**src/rtl/lcdt_pkg.sv**
```systemverilog
package lcdt_pkg;

   // Width of the decoded geometry values carried between submodules.
   localparam int GEOM_W = 16;

   // Decoded geometry, all counts in pixel clocks or lines.
   typedef struct packed {
      logic [GEOM_W-1:0] h_total;   // clocks per line
      logic [GEOM_W-1:0] h_disp;    // visible clocks per line
      logic [GEOM_W-1:0] lp_start;  // hpos at which the line pulse falls
      logic [GEOM_W-1:0] v_total;   // lines per frame
      logic [GEOM_W-1:0] v_disp;    // visible lines per frame
   } lcdt_geom_t;

endpackage

```
**src/rtl/lcdt_shadow.sv**
```systemverilog
module lcdt_shadow
   import lcdt_pkg::*;
#(
   parameter bit SHADOW_EN = 1'b1
) (
   input  logic       clk_i,
   input  logic       rst_i,
   input  logic       load_i,
   input  lcdt_geom_t geom_d_i,
   output lcdt_geom_t geom_q_o
);

   generate
      if (SHADOW_EN) begin : g_latched
         lcdt_geom_t geom_q;
         always_ff @(posedge clk_i) begin
            if (rst_i || load_i) begin
               geom_q <= geom_d_i;
            end
         end
         assign geom_q_o = geom_q;
      end else begin : g_live
         logic unused_ctl;
         assign unused_ctl = clk_i ^ rst_i ^ load_i;
         assign geom_q_o   = geom_d_i;
      end
   endgenerate

endmodule

```
**src/rtl/lcdt_raster_cnt.sv**
```systemverilog
module lcdt_raster_cnt
   import lcdt_pkg::*;
#(
   parameter int HCNT_W = 11,
   parameter int VCNT_W = 11
) (
   input  logic              clk_i,
   input  logic              rst_i,
   input  logic [GEOM_W-1:0] h_total_i,
   input  logic [GEOM_W-1:0] v_total_i,
   output logic [HCNT_W-1:0] h_o,
   output logic [VCNT_W-1:0] v_o,
   output logic              frame_end_o
);

   logic [HCNT_W-1:0] h_q;
   logic [VCNT_W-1:0] v_q;
   logic              line_end;
   logic              last_line;

   assign line_end    = (GEOM_W'(h_q) == h_total_i - GEOM_W'(1));
   assign last_line   = (GEOM_W'(v_q) == v_total_i - GEOM_W'(1));
   assign frame_end_o = line_end && last_line;

   always_ff @(posedge clk_i) begin
      if (rst_i) begin
         h_q <= '0;
         v_q <= '0;
      end else if (line_end) begin
         h_q <= '0;
         if (last_line) begin
            v_q <= '0;
         end else begin
            v_q <= v_q + VCNT_W'(1);
         end
      end else begin
         h_q <= h_q + HCNT_W'(1);
      end
   end

   assign h_o = h_q;
   assign v_o = v_q;

endmodule

```
**src/rtl/lcdt_pulse_gen.sv**
```systemverilog
module lcdt_pulse_gen
   import lcdt_pkg::*;
#(
   parameter int HCNT_W   = 11,
   parameter int VCNT_W   = 11,
   parameter int LP_WIDTH = 9,
   parameter int FP_LEAD  = 18,
   parameter int FP_LINES = 2,
   localparam int DLY_W   = $clog2(FP_LEAD + 1),
   localparam int REM_W   = $clog2(FP_LINES + 1)
) (
   input  logic              clk_i,
   input  logic              rst_i,
   input  logic [HCNT_W-1:0] h_i,
   input  logic [VCNT_W-1:0] v_i,
   input  logic [GEOM_W-1:0] h_disp_i,
   input  logic [GEOM_W-1:0] lp_start_i,
   input  logic [GEOM_W-1:0] v_disp_i,
   input  logic [GEOM_W-1:0] v_total_i,
   output logic              pix_req_o,
   output logic              drdy_o,
   output logic              lp_n_o,
   output logic              fp_n_o
);

   logic [GEOM_W-1:0] hx;
   logic [GEOM_W-1:0] vx;
   logic              in_lp_win;
   logic              lp_fall_now;
   logic              last_line;

   logic              drdy_q;
   logic              lp_n_q;
   logic              fp_n_q;
   logic              dly_run_q;
   logic [DLY_W-1:0]  dly_q;
   logic              arm_q;
   logic [REM_W-1:0]  rem_q;

   assign hx          = GEOM_W'(h_i);
   assign vx          = GEOM_W'(v_i);
   assign pix_req_o   = (hx < h_disp_i) && (vx < v_disp_i);
   assign in_lp_win   = (hx >= lp_start_i) && (hx < lp_start_i + GEOM_W'(LP_WIDTH));
   assign lp_fall_now = (hx == lp_start_i);
   assign last_line   = (vx == v_total_i - GEOM_W'(1));

   always_ff @(posedge clk_i) begin
      if (rst_i) begin
         drdy_q    <= 1'b0;
         lp_n_q    <= 1'b1;
         fp_n_q    <= 1'b1;
         dly_run_q <= 1'b0;
         dly_q     <= '0;
         arm_q     <= 1'b0;
         rem_q     <= '0;
      end else begin
         drdy_q <= pix_req_o;
         lp_n_q <= ~in_lp_win;

         // Delay line from each line pulse falling edge to a frame pulse event.
         if (dly_run_q) begin
            if (dly_q == '0) begin
               dly_run_q <= 1'b0;
               if (arm_q) begin
                  fp_n_q <= 1'b0;
                  rem_q  <= REM_W'(FP_LINES);
               end else if (!fp_n_q) begin
                  if (rem_q == REM_W'(1)) begin
                     fp_n_q <= 1'b1;
                  end else begin
                     rem_q <= rem_q - REM_W'(1);
                  end
               end
            end else begin
               dly_q <= dly_q - DLY_W'(1);
            end
         end

         if (lp_fall_now) begin
            dly_run_q <= 1'b1;
            dly_q     <= DLY_W'(FP_LEAD - 1);
            arm_q     <= last_line;
         end
      end
   end

   assign drdy_o = drdy_q;
   assign lp_n_o = lp_n_q;
   assign fp_n_o = fp_n_q;

endmodule

```
**src/rtl/lcd_timing_gen.sv**
```systemverilog
module lcd_timing_gen
   import lcdt_pkg::*;
#(
   parameter int HDP_W      = 7,
   parameter int HNDP_W     = 5,
   parameter int HPS_W      = 5,
   parameter int VDP_W      = 10,
   parameter int VNDP_W     = 7,
   parameter int UNIT_LOG2  = 3,
   parameter int HBLANK_OFS = 4,
   parameter int LP_OFS     = 16,
   parameter int LP_WIDTH   = 9,
   parameter int FP_LEAD    = 18,
   parameter int FP_LINES   = 2,
   parameter bit SHADOW_EN  = 1'b1,
   localparam int UNIT      = 1 << UNIT_LOG2,
   localparam int H_MAX     = ((1 << HDP_W) + (1 << HNDP_W) - 1 + HBLANK_OFS) * UNIT,
   localparam int V_MAX     = (1 << VDP_W) + (1 << VNDP_W) - 1,
   localparam int HCNT_W    = $clog2(H_MAX),
   localparam int VCNT_W    = $clog2(V_MAX)
) (
   input  logic              clk_i,
   input  logic              rst_i,
   input  logic [HDP_W-1:0]  act_w_i,
   input  logic [HNDP_W-1:0] blank_w_i,
   input  logic [HPS_W-1:0]  lp_pos_i,
   input  logic [VDP_W-1:0]  act_h_i,
   input  logic [VNDP_W-1:0] blank_h_i,
   output logic              sclk_o,
   output logic              lp_n_o,
   output logic              fp_n_o,
   output logic              drdy_o,
   output logic              pix_req_o,
   output logic [HCNT_W-1:0] hpos_o,
   output logic [VCNT_W-1:0] vpos_o
);

   // Elaboration-time parameter checks.
   generate
      if (HCNT_W > GEOM_W || VCNT_W > GEOM_W) begin : g_bad_width
         $error("lcd_timing_gen: counter width exceeds geometry width");
      end
      if (LP_OFS + LP_WIDTH >= HBLANK_OFS * UNIT) begin : g_bad_lp
         $error("lcd_timing_gen: line pulse does not fit in the minimum blanking");
      end
      if (FP_LEAD < 1 || FP_LEAD >= (1 + HBLANK_OFS) * UNIT) begin : g_bad_lead
         $error("lcd_timing_gen: frame pulse lead must be shorter than a line");
      end
      if (FP_LINES < 1) begin : g_bad_lines
         $error("lcd_timing_gen: frame pulse must span at least one line");
      end
   endgenerate

   lcdt_geom_t        geom_d;
   lcdt_geom_t        geom_q;
   logic [HCNT_W-1:0] h_cnt;
   logic [VCNT_W-1:0] v_cnt;
   logic              frame_end;

   // Decode the programmed fields into clock and line counts.
   always_comb begin
      geom_d.h_disp   = GEOM_W'((int'(act_w_i) + 1) * UNIT);
      geom_d.h_total  = geom_d.h_disp + GEOM_W'((int'(blank_w_i) + HBLANK_OFS) * UNIT);
      geom_d.lp_start = geom_d.h_disp + GEOM_W'(int'(lp_pos_i) * UNIT + LP_OFS);
      geom_d.v_disp   = GEOM_W'(int'(act_h_i) + 1);
      geom_d.v_total  = geom_d.v_disp + GEOM_W'(blank_h_i);
   end

   lcdt_shadow #(
      .SHADOW_EN (SHADOW_EN)
   ) u_shadow (
      .clk_i    (clk_i),
      .rst_i    (rst_i),
      .load_i   (frame_end),
      .geom_d_i (geom_d),
      .geom_q_o (geom_q)
   );

   lcdt_raster_cnt #(
      .HCNT_W (HCNT_W),
      .VCNT_W (VCNT_W)
   ) u_cnt (
      .clk_i       (clk_i),
      .rst_i       (rst_i),
      .h_total_i   (geom_q.h_total),
      .v_total_i   (geom_q.v_total),
      .h_o         (h_cnt),
      .v_o         (v_cnt),
      .frame_end_o (frame_end)
   );

   lcdt_pulse_gen #(
      .HCNT_W   (HCNT_W),
      .VCNT_W   (VCNT_W),
      .LP_WIDTH (LP_WIDTH),
      .FP_LEAD  (FP_LEAD),
      .FP_LINES (FP_LINES)
   ) u_pulse (
      .clk_i      (clk_i),
      .rst_i      (rst_i),
      .h_i        (h_cnt),
      .v_i        (v_cnt),
      .h_disp_i   (geom_q.h_disp),
      .lp_start_i (geom_q.lp_start),
      .v_disp_i   (geom_q.v_disp),
      .v_total_i  (geom_q.v_total),
      .pix_req_o  (pix_req_o),
      .drdy_o     (drdy_o),
      .lp_n_o     (lp_n_o),
      .fp_n_o     (fp_n_o)
   );

   assign sclk_o = clk_i;
   assign hpos_o = h_cnt;
   assign vpos_o = v_cnt;

endmodule

```
**config.mk**
```make
export PLATFORM = sky130hd
export DESIGN_NAME = lcd_timing_gen
export DESIGN_NICKNAME = d
export VERILOG_FILES = /design/src/rtl/lcdt_pkg.sv /design/src/rtl/lcdt_shadow.sv /design/src/rtl/lcdt_raster_cnt.sv /design/src/rtl/lcdt_pulse_gen.sv /design/src/rtl/lcd_timing_gen.sv
export SDC_FILE = /design/constraint.sdc
export NUM_CORES = 1
export LEC_CHECK = 0
export BUFFER_PORTS_ARGS = -buffer_cell sky130_fd_sc_hd__buf_4
export CAP_MARGIN = 10
export CELL_PAD_IN_SITES_DETAIL_PLACEMENT = 0
export CELL_PAD_IN_SITES_GLOBAL_PLACEMENT = 2
export CORE_MARGIN = 10
export CORE_UTILIZATION = 41
export CTS_BUF_LIST = sky130_fd_sc_hd__clkbuf_2
export DETAILED_ROUTE_END_ITERATION = 16
export GPL_TIMING_DRIVEN = 0
export PLACE_DENSITY = 0.83
export SLEW_MARGIN = 25
export SYNTH_ARGS = -nofsm -noshare
export SYNTH_HDL_FRONTEND = slang
export SYNTH_HIERARCHICAL = 1
export SYNTH_SLANG_ARGS = --single-unit
```
**constraint.sdc**
```tcl
create_clock -name clk_i -period 5.1 [get_ports clk_i]
set_input_delay 0.51 -clock clk_i [delete_from_list [all_inputs] [get_ports clk_i]]
set_output_delay 0.51 -clock clk_i [all_outputs]
set_load 0.01 [all_outputs]
```
Yosys cells after proc, flatten, opt, wreduce, memory -nomap -nowiden
Index checks and enable logic that the tools add are counted.

word-level totals
  flip-flop bits (word level) = 111
  bits of input ports = 36
  output and inout port bits = 27
  word-level logic and storage cells = 67

operators by class
  add/subtract/negate cells = 14
  $lt $le $gt $ge = 4
  equality and inequality tests = 7
  multiplexer cells = 13
  bitwise operators = 2
  reductions and logical operators = 12

operators with widths
  operator                                              number
  equality test 11 x 16 -> 1 bit                        3
  less-than comparator 11 x 16 -> 1 bit                 3
  subtractor 16 x 1 -> 16 bit (second input constant)   2
  adder 11 x 9 -> 12 bit                                2
  adder 11 x 1 -> 11 bit (second input constant)        2
  adder 16 x 4 -> 16 bit (second input constant)        1
  greater-or-equal comparator 11 x 16 -> 1 bit          1
  two-way mux 5 bit                                     3
  adder 11 x 7 -> 12 bit                                1
  adder 10 x 1 -> 11 bit (second input constant)        1
  two-way mux 11 bit                                    1
  adder 8 x 5 -> 9 bit (second input constant)          1
  adder 7 x 1 -> 8 bit (second input constant)          1
  adder 5 x 3 -> 6 bit (second input constant)          1
  two-way mux 1 bit                                     6
  two-way mux 2 bit                                     3
  AND reduction 2 bit                                   3
  logical NOT 5 bit                                     1
  subtractor 5 x 1 -> 5 bit (second input constant)     1
  != test 2 x 1 -> 1 bit (second input constant)        2
  AND reduction 4 bit                                   1
  OR reduction 2 bit                                    2
  logical AND 1 bit                                     3
  equality test 2 x 1 -> 1 bit (second input constant)  1
  other kinds (5)                                       6

Depth between registers and ports, before layout
Gate-level depths: netlist (run 1).

  depth after elaboration = 4
  depth in mapped cells = 11
  depth with buffers taken out = 11

Modules after synthesis
The synthesis (run 1) kept the hierarchy.

modules (own cells, without submodules)
  module           instances  cells an instance  area each (µm²)  seq. area each (µm²)
  lcdt_shadow      1          81                 2408.6           2402.3
  lcdt_pulse_gen   1          288                2258.4           240.2
  lcdt_raster_cnt  1          242                1959.4           440.4
  lcd_timing_gen   1          162                1222.4           0.0

==> flow_metrics.py, run 1 <==
metrics = {
    "setup_path": {
        "crit-reg2reg-capture": "u_shadow/geom_q_o[19]$_DFFE_PP_",
        "timing.reg2reg.setup_slack_ps": 760,
        "worst_path_max_delay_cell": "or2_4",
        "cp.arrival_ps": 4790,
        "critical_path.cell_chain": "inv_1 -> ha_1 -> nor3b_1 -> nand4_1 -> a222oi_1 -> and4bb_1 -> nand4_4 -> buf_6 -> buf_2 -> nor4_1 -> or2_4 -> buf_12",
        "r2r.worst_path.cells": 12,
        "crit-reg2reg-launch": "u_shadow/geom_q_o[64]$_DFFE_PP_",
        "crit_type": "reg -> reg",
        "critPathRequiredTime_ps": 5550,
        "crit_path_max_incr_delay_ps": 630,
        "cp-end-kind": "flip-flop",
        "crit_path_max_fanout": 46,
        "start_kind": "flip-flop",
    },
    "cells_and_area": {
        "most-common-layout-cells": "edfxtp_1, ha_1, inv_1",
        "finish.instance_area_um2": 9070,
        "layout.nets": 1013,
        "antenna-diode-count": 0,
        "final_cell_count_no_fill": 1143,
        "drive_gt1_share_pct": 15.5,
        "syn2layout_area_growth_pct": 15.5,
        "fin_util_pct": 48.3,
        "layout_commonest_cell": "edfxtp_1",
    },
    "routing": {
        "vias_per_cell": 5.30,
        "totalWireLength_mm": 18.3,
        "dr.pass1.iters": 4,
        "post-route-drc-count": 0,
        "drt.antenna.violating_nets": 0,
        "detail_route.iter0.violations": 283,
        "routedWlPerCell_um": 16.1,
        "dr_total_vias": 6063,
    },
    "die": {
        "start_util_pct": 41.8,
        "top_level_ports": 63,
        "dieWidth_um": 158,
        "num_rows": 50,
        "area_of_the_core_region_um2": 18800,
        "die_height_um": 158,
        "design.die.area_um2": 25100,
    },
    "global_routing": {
        "grt_remaining_overflow": 0,
        "antenna_found_initial": 0,
        "grt_start_max_net_pins": 47,
        "grt.total_usage_pct": 15.0,
        "grt_pass1_vias": 6009,
        "first_pass_grt_wire_length_mm": 30.0,
    },
    "hold_path": {
        "hold_crit_class": "in -> reg",
        "hold_path.startpoint": "act_h_i[4]",
        "hold_path_end": "u_shadow/geom_q_o[4]$_DFFE_PP_",
        "worstHoldPathCells": 2,
    },
    "synthesis": {
        "synth_top_cells_by_area": "edfxtp_1, ha_1, dfxtp_1",
        "synthesis.area_per_instance_um2": 10.2,
        "async_reset_ff_share_pct": 0,
        "synth.yosys.seq_area_share_pct": 39.3,
        "synth_flop_cell": "edfxtp_1",
        "ys.warnings.count": 6,
        "postSynthRegisterBits": 114,
        "synth_top_area_share_pct": 30.6,
        "synth_enable_flop_cells": 80,
        "yosysTopAreaCell": "edfxtp_1",
        "synth.distinct_cells": 78,
        "syn_inst": 773,
        "syn-cell-area_um2": 7850,
    },
    "power_and_ir_drop": {
        "ir_drop_mv": 0.152,
        "cellPowerDensity_nw_per_um2": 255,
        "p_leak_nw": 3.74,
    },
    "sta": {
        "worst_pin_slew_ps": 700,
        "fin_worst_skew_ps": 33.9,
        "hold_viol": 0,
        "layout_worst_path_cycle_share_pct": 85.0,
        "timing.final.ws_setup_ps": 763,
        "setup_viol_count_final": 0,
        "achievable-frequency_ghz": 0.231,
        "rsz0062_at_grt": "false",
        "final_period_minus_worst_setup_slack_ps": 4340,
        "final.setup.tns_ps": 0,
        "worst_slew_margin_rel_pct": 53.3,
        "timing.final.max_slew_violations": 0,
    },
    "outcome": {
        "result_of_the_run": "finished, final reports clean",
    },
    "placement": {
        "port_buffers": 62,
        "detailedPlace.worstSlack_ps": 829,
        "gp_routability_congestion": 0.815,
        "numPlacedInstances": 1101,
        "post_dp_cell_area_um2": 8750,
        "dp_hpwl_mm": 14.0,
    },
    "clocking": {
        "clkLatencyLatePin_ps": 760,
        "path_clk_slew_ps": 190,
        "cts_repair_resizes": 0,
        "cts_tree": "done",
        "cts-hold-fix-buffers": 7,
        "cts_setup_buffers": 0,
    },
    "flow_run": {
        "cap_viol_max_count": 0,
    },
}
[report_power, final]
part | switching [W] | leakage, nW | internal [W]
Sequential | 0.0000942 | 1.06 | 0.00108
Clock | 0.000422 | 0.156 | 0.000224
Combinational | 0.000260 | 2.53 | 0.000231
Total | 0.000776 | 3.74 | 0.00154
[worst max-delay path: cells and delay by family, from the launching register on]
| family | cells | cell delay (ps) |
|---|---|---|
| AND/OR/NAND/NOR | 6 | 2060 |
| buffers and inverters | 4 | 790 |
| flip-flops | 1 | 520 |
| AO/OA/AOI/OAI | 1 | 380 |
| adder cells (fa/ha/maj) | 1 | 280 |
[through the flow]
step                power (W)  hold WS, ps
floorplan             0.00155          438
global placement      0.00169          457
detailed placement    0.00171          465
CTS                   0.00235         2.55
global route          0.00246         11.9
finish                0.00232          115
[synth_stat cells, drive strengths merged, types with 12 or more instances]
master and count:
a21o 12, a21oi 46, and3 15, dfxtp 34, edfxtp 80, ha 78
inv 65, nand2 35, nand3 26, nor2 52, nor3 17, o21ai 29
or3 17, or4 13, xnor2 64, xor2 27
[logic make-up (layout without fill, tap and decap cells)]
family	Yosys count	after routing	share of synthesized area (%)
other	1	32	0.0478
multiplexers	6	6	0.845
AO/OA/AOI/OAI	156	156	14.2
XOR/XNOR	91	91	10.3
AND/OR/NAND/NOR	248	248	18.0
buffers and inverters	76	181	4.18
adder cells (fa/ha/maj)	81	81	13.2
flip-flops	114	114	39.3
[area by class of cell]
| class | count | area, um^2 |
|---|---|---|
| fill | 1796 | 9700 |
| multi-input combinational | 614 | 4560 |
| sequential | 114 | 3080 |
| timing repair buffer | 69 | 548 |
| tap | 234 | 293 |
| inverter | 65 | 244 |
| clock inverter | 15 | 151 |
| clock buffer | 21 | 108 |
| buffer | 11 | 83.8 |
[routing by layer]
metal	GRT usage [%]	part of all wire [%]
met3	3.40	3.1
met1	20.1	50
met4	4.85	1.2
met2	23.5	45
met5	0	0
[flip-flops by register name, summed over array words and instances, names as in the netlist]
signal / flops
u_shadow/geom_q_o: 80
u_cnt/h_o: 11
u_cnt/v_o: 11
u_pulse/dly_q: 5
u_pulse/rem_q: 2
u_pulse/arm_q: 1
u_pulse/dly_run_q: 1
u_pulse/drdy_o: 1
u_pulse/fp_n_o: 1
u_pulse/lp_n_o: 1
[how the worst max path moves through the flow]
| stage | from | slack [ps] | cells past startpoint | end |
|---|---|---|---|---|
| 2_1_floorplan | u_shadow/geom_q_o[64]$_DFFE_PP_ | 350 | 11 | u_shadow/geom_q_o[0]$_DFFE_PP_ |
| 3_3_place_gp | u_shadow/geom_q_o[64]$_DFFE_PP_ | -840 | 11 | u_shadow/geom_q_o[76]$_DFFE_PP_ |
| 3_5_place_dp | u_shadow/geom_q_o[64]$_DFFE_PP_ | 830 | 12 | u_shadow/geom_q_o[61]$_DFFE_PP_ |
| 4_1_cts | u_shadow/geom_q_o[64]$_DFFE_PP_ | 760 | 12 | u_shadow/geom_q_o[19]$_DFFE_PP_ |
| 5_1_grt | u_shadow/geom_q_o[64]$_DFFE_PP_ | 430 | 12 | u_shadow/geom_q_o[8]$_DFFE_PP_ |
| 6_report | u_shadow/geom_q_o[64]$_DFFE_PP_ | 760 | 12 | u_shadow/geom_q_o[19]$_DFFE_PP_ |
No activity file was read; power rests on OpenSTA's default activity.
==> inputs of run 2 (changes only) <==
- BUFFER_PORTS_ARGS: -buffer_cell sky130_fd_sc_hd__buf_4 -> -buffer_cell sky130_fd_sc_hd__buf_2
==> run 2 against run 1 <==
Critical path depth is the same. Non-clock buffer count shrank 2. Cell count unchanged. Global-route usage hardly changed. Final area fell by 1.9%. Critical path type unchanged.
==> flow_metrics.py, run 2 (same netlist as run 1, synthesis figures left out) <==
metrics = {
    "outcome": {
        "result_of_the_run": "finished, final reports clean",
    },
    "cells_and_area": {
        "most-common-layout-cells": "edfxtp_1, ha_1, inv_1",
        "drive_gt1_share_pct": 15.3,
        "layout.nets": 1011,
        "layout_commonest_cell": "edfxtp_1",
        "largest_register_ffs": 80,
        "syn2layout_area_growth_pct": 13.3,
        "final_cell_count_no_fill": 1143,
    },
    "placement": {
        "detailedPlace.worstSlack_ps": 835,
        "numPlacedInstances": 1101,
        "port_buffers": 62,
        "gp_routability_congestion": 0.825,
        "dp_hpwl_mm": 14.1,
    },
    "routing": {
        "drt.antenna.violating_nets": 0,
        "detail_route.iter0.violations": 294,
        "dr.pass1.iters": 5,
        "vias_per_cell": 5.25,
        "post-route-drc-count": 0,
        "routedWlPerCell_um": 16.1,
        "dr_total_vias": 6002,
        "totalWireLength_mm": 18.4,
    },
    "power_and_ir_drop": {
        "cellPowerDensity_nw_per_um2": 258,
        "design_power_total_w": 0.00229,
        "p_leak_nw": 3.68,
        "ir_drop_mv": 0.134,
    },
    "sta": {
        "achievable-frequency_ghz": 0.232,
        "timing.final.max_slew_violations": 0,
        "hold_viol": 0,
        "final_period_minus_worst_setup_slack_ps": 4320,
        "worst_pin_slew_ps": 677,
        "rsz0062_at_grt": "false",
        "fin_worst_skew_ps": 40.9,
        "layout_worst_path_cycle_share_pct": 84.7,
        "timing.final.ws_setup_ps": 781,
        "setup_viol_count_final": 0,
        "worst_slew_margin_rel_pct": 54.4,
        "hold_slack_ps": 93.3,
    },
    "global_routing": {
        "grt_remaining_overflow": 0,
        "grt_start_max_net_pins": 45,
        "grt_pass1_vias": 5858,
        "antenna_found_initial": 0,
        "grtUsageMet2_pct": 23.1,
        "grt.total_usage_pct": 15.0,
        "first_pass_grt_wire_length_mm": 29.7,
        "grtUsageMet3_pct": 3.62,
        "grt_most_used_layer": "met2",
        "gr-usage-met1_pct": 20.5,
    },
    "setup_path": {
        "cp-end-kind": "flip-flop",
        "cp.arrival_ps": 4780,
        "start_kind": "flip-flop",
        "crit_path_max_fanout": 44,
        "crit_type": "reg -> reg",
        "critPathRequiredTime_ps": 5560,
    },
    "die": {
        "num_rows": 50,
        "area_of_the_core_region_um2": 18800,
        "top_level_ports": 63,
        "die_height_um": 158,
        "start_util_pct": 41.8,
        "dieWidth_um": 158,
        "design.die.area_um2": 25100,
    },
    "clocking": {
        "clkLatencyLatePin_ps": 790,
        "cts_repair_resizes": 0,
        "cts_tree": "done",
        "cts_setup_buffers": 0,
        "path_clk_slew_ps": 190,
    },
    "hold_path": {
        "hold_crit_class": "in -> reg",
    },
    "flow_run": {
        "cap_viol_max_count": 0,
    },
}
==> run 2: final cells by class <==
type | count | area (um^2)
Tap cell | 234 | 293
Clock buffer | 22 | 110
Clock inverter | 14 | 140
Inverter | 65 | 244
Fill cell | 1795 | 9880
Sequential cell | 114 | 3080
Buffer | 11 | 83.8
Antenna cell | 2 | 5.00
Multi-Input combinational cell | 614 | 4560
Timing Repair Buffer | 67 | 375
==> run 2: metrics by stage <==
stage | cell area [um^2] | util, % | setup TNS, ps
after floorplan | 7970 | - | 0
after global placement | 8570 | 45.7 | -67880
after detailed placement | 8590 | 45.8 | 0
after CTS | 8880 | 47.3 | 0
after global routing | 8890 | 47.3 | 0
final | 8890 | 47.4 | 0
==> run 2: report_power, final <==
group / switching (W) / total [W] / internal (W)
clock network: 0.000381 / 0.000633 / 0.000252
logic: 0.000259 / 0.000480 / 0.000221
registers: 0.0000938 / 0.00118 / 0.00108
total: 0.000733 / 0.00229 / 0.00156
==> run 2: routing by layer <==
metal	vias to the layer above	routed length (um)
met4	0	165
met3	14	666
li1	3071	-
met5	-	0
met1	2820	9190
met2	97	8330
==> run 2: critical path, stage by stage (launching register included) <==
cell and delay (ps):
edfxtp_1 520, inv_1 100, ha_1 280, nor3b_1 530
nand4_1 150, a222oi_1 370, and4bb_1 310, nand4_4 160
buf_6 190, buf_2 200, nor4_1 310, or2_4 540
buf_12 320
==> run 2: timing repair <==
| item | in CTS | in global routing |
|---|---|---|
| hold endpoints to repair | 4 | 1 |
| setup endpoints to repair | 0 | 0 |
| hold buffers | 4 | 1 |
==> run 2: path summary, 6_finish.rpt <==
check                                  startpoint                         endpoint  slack, ps  cells after the start
setup / recovery  u_shadow/geom_q_o[64]$_DFFE_PP_  u_shadow/geom_q_o[25]$_DFFE_PP_        780                     12
hold / removal                              rst_i    u_pulse/rem_q[0]$_SDFFE_PP0P_         90                      3
setup reg to reg  u_shadow/geom_q_o[64]$_DFFE_PP_  u_shadow/geom_q_o[25]$_DFFE_PP_        780                     12
hold reg to reg     u_pulse/rem_q[1]$_SDFFE_PP0P_    u_pulse/rem_q[1]$_SDFFE_PP0P_        490                      2
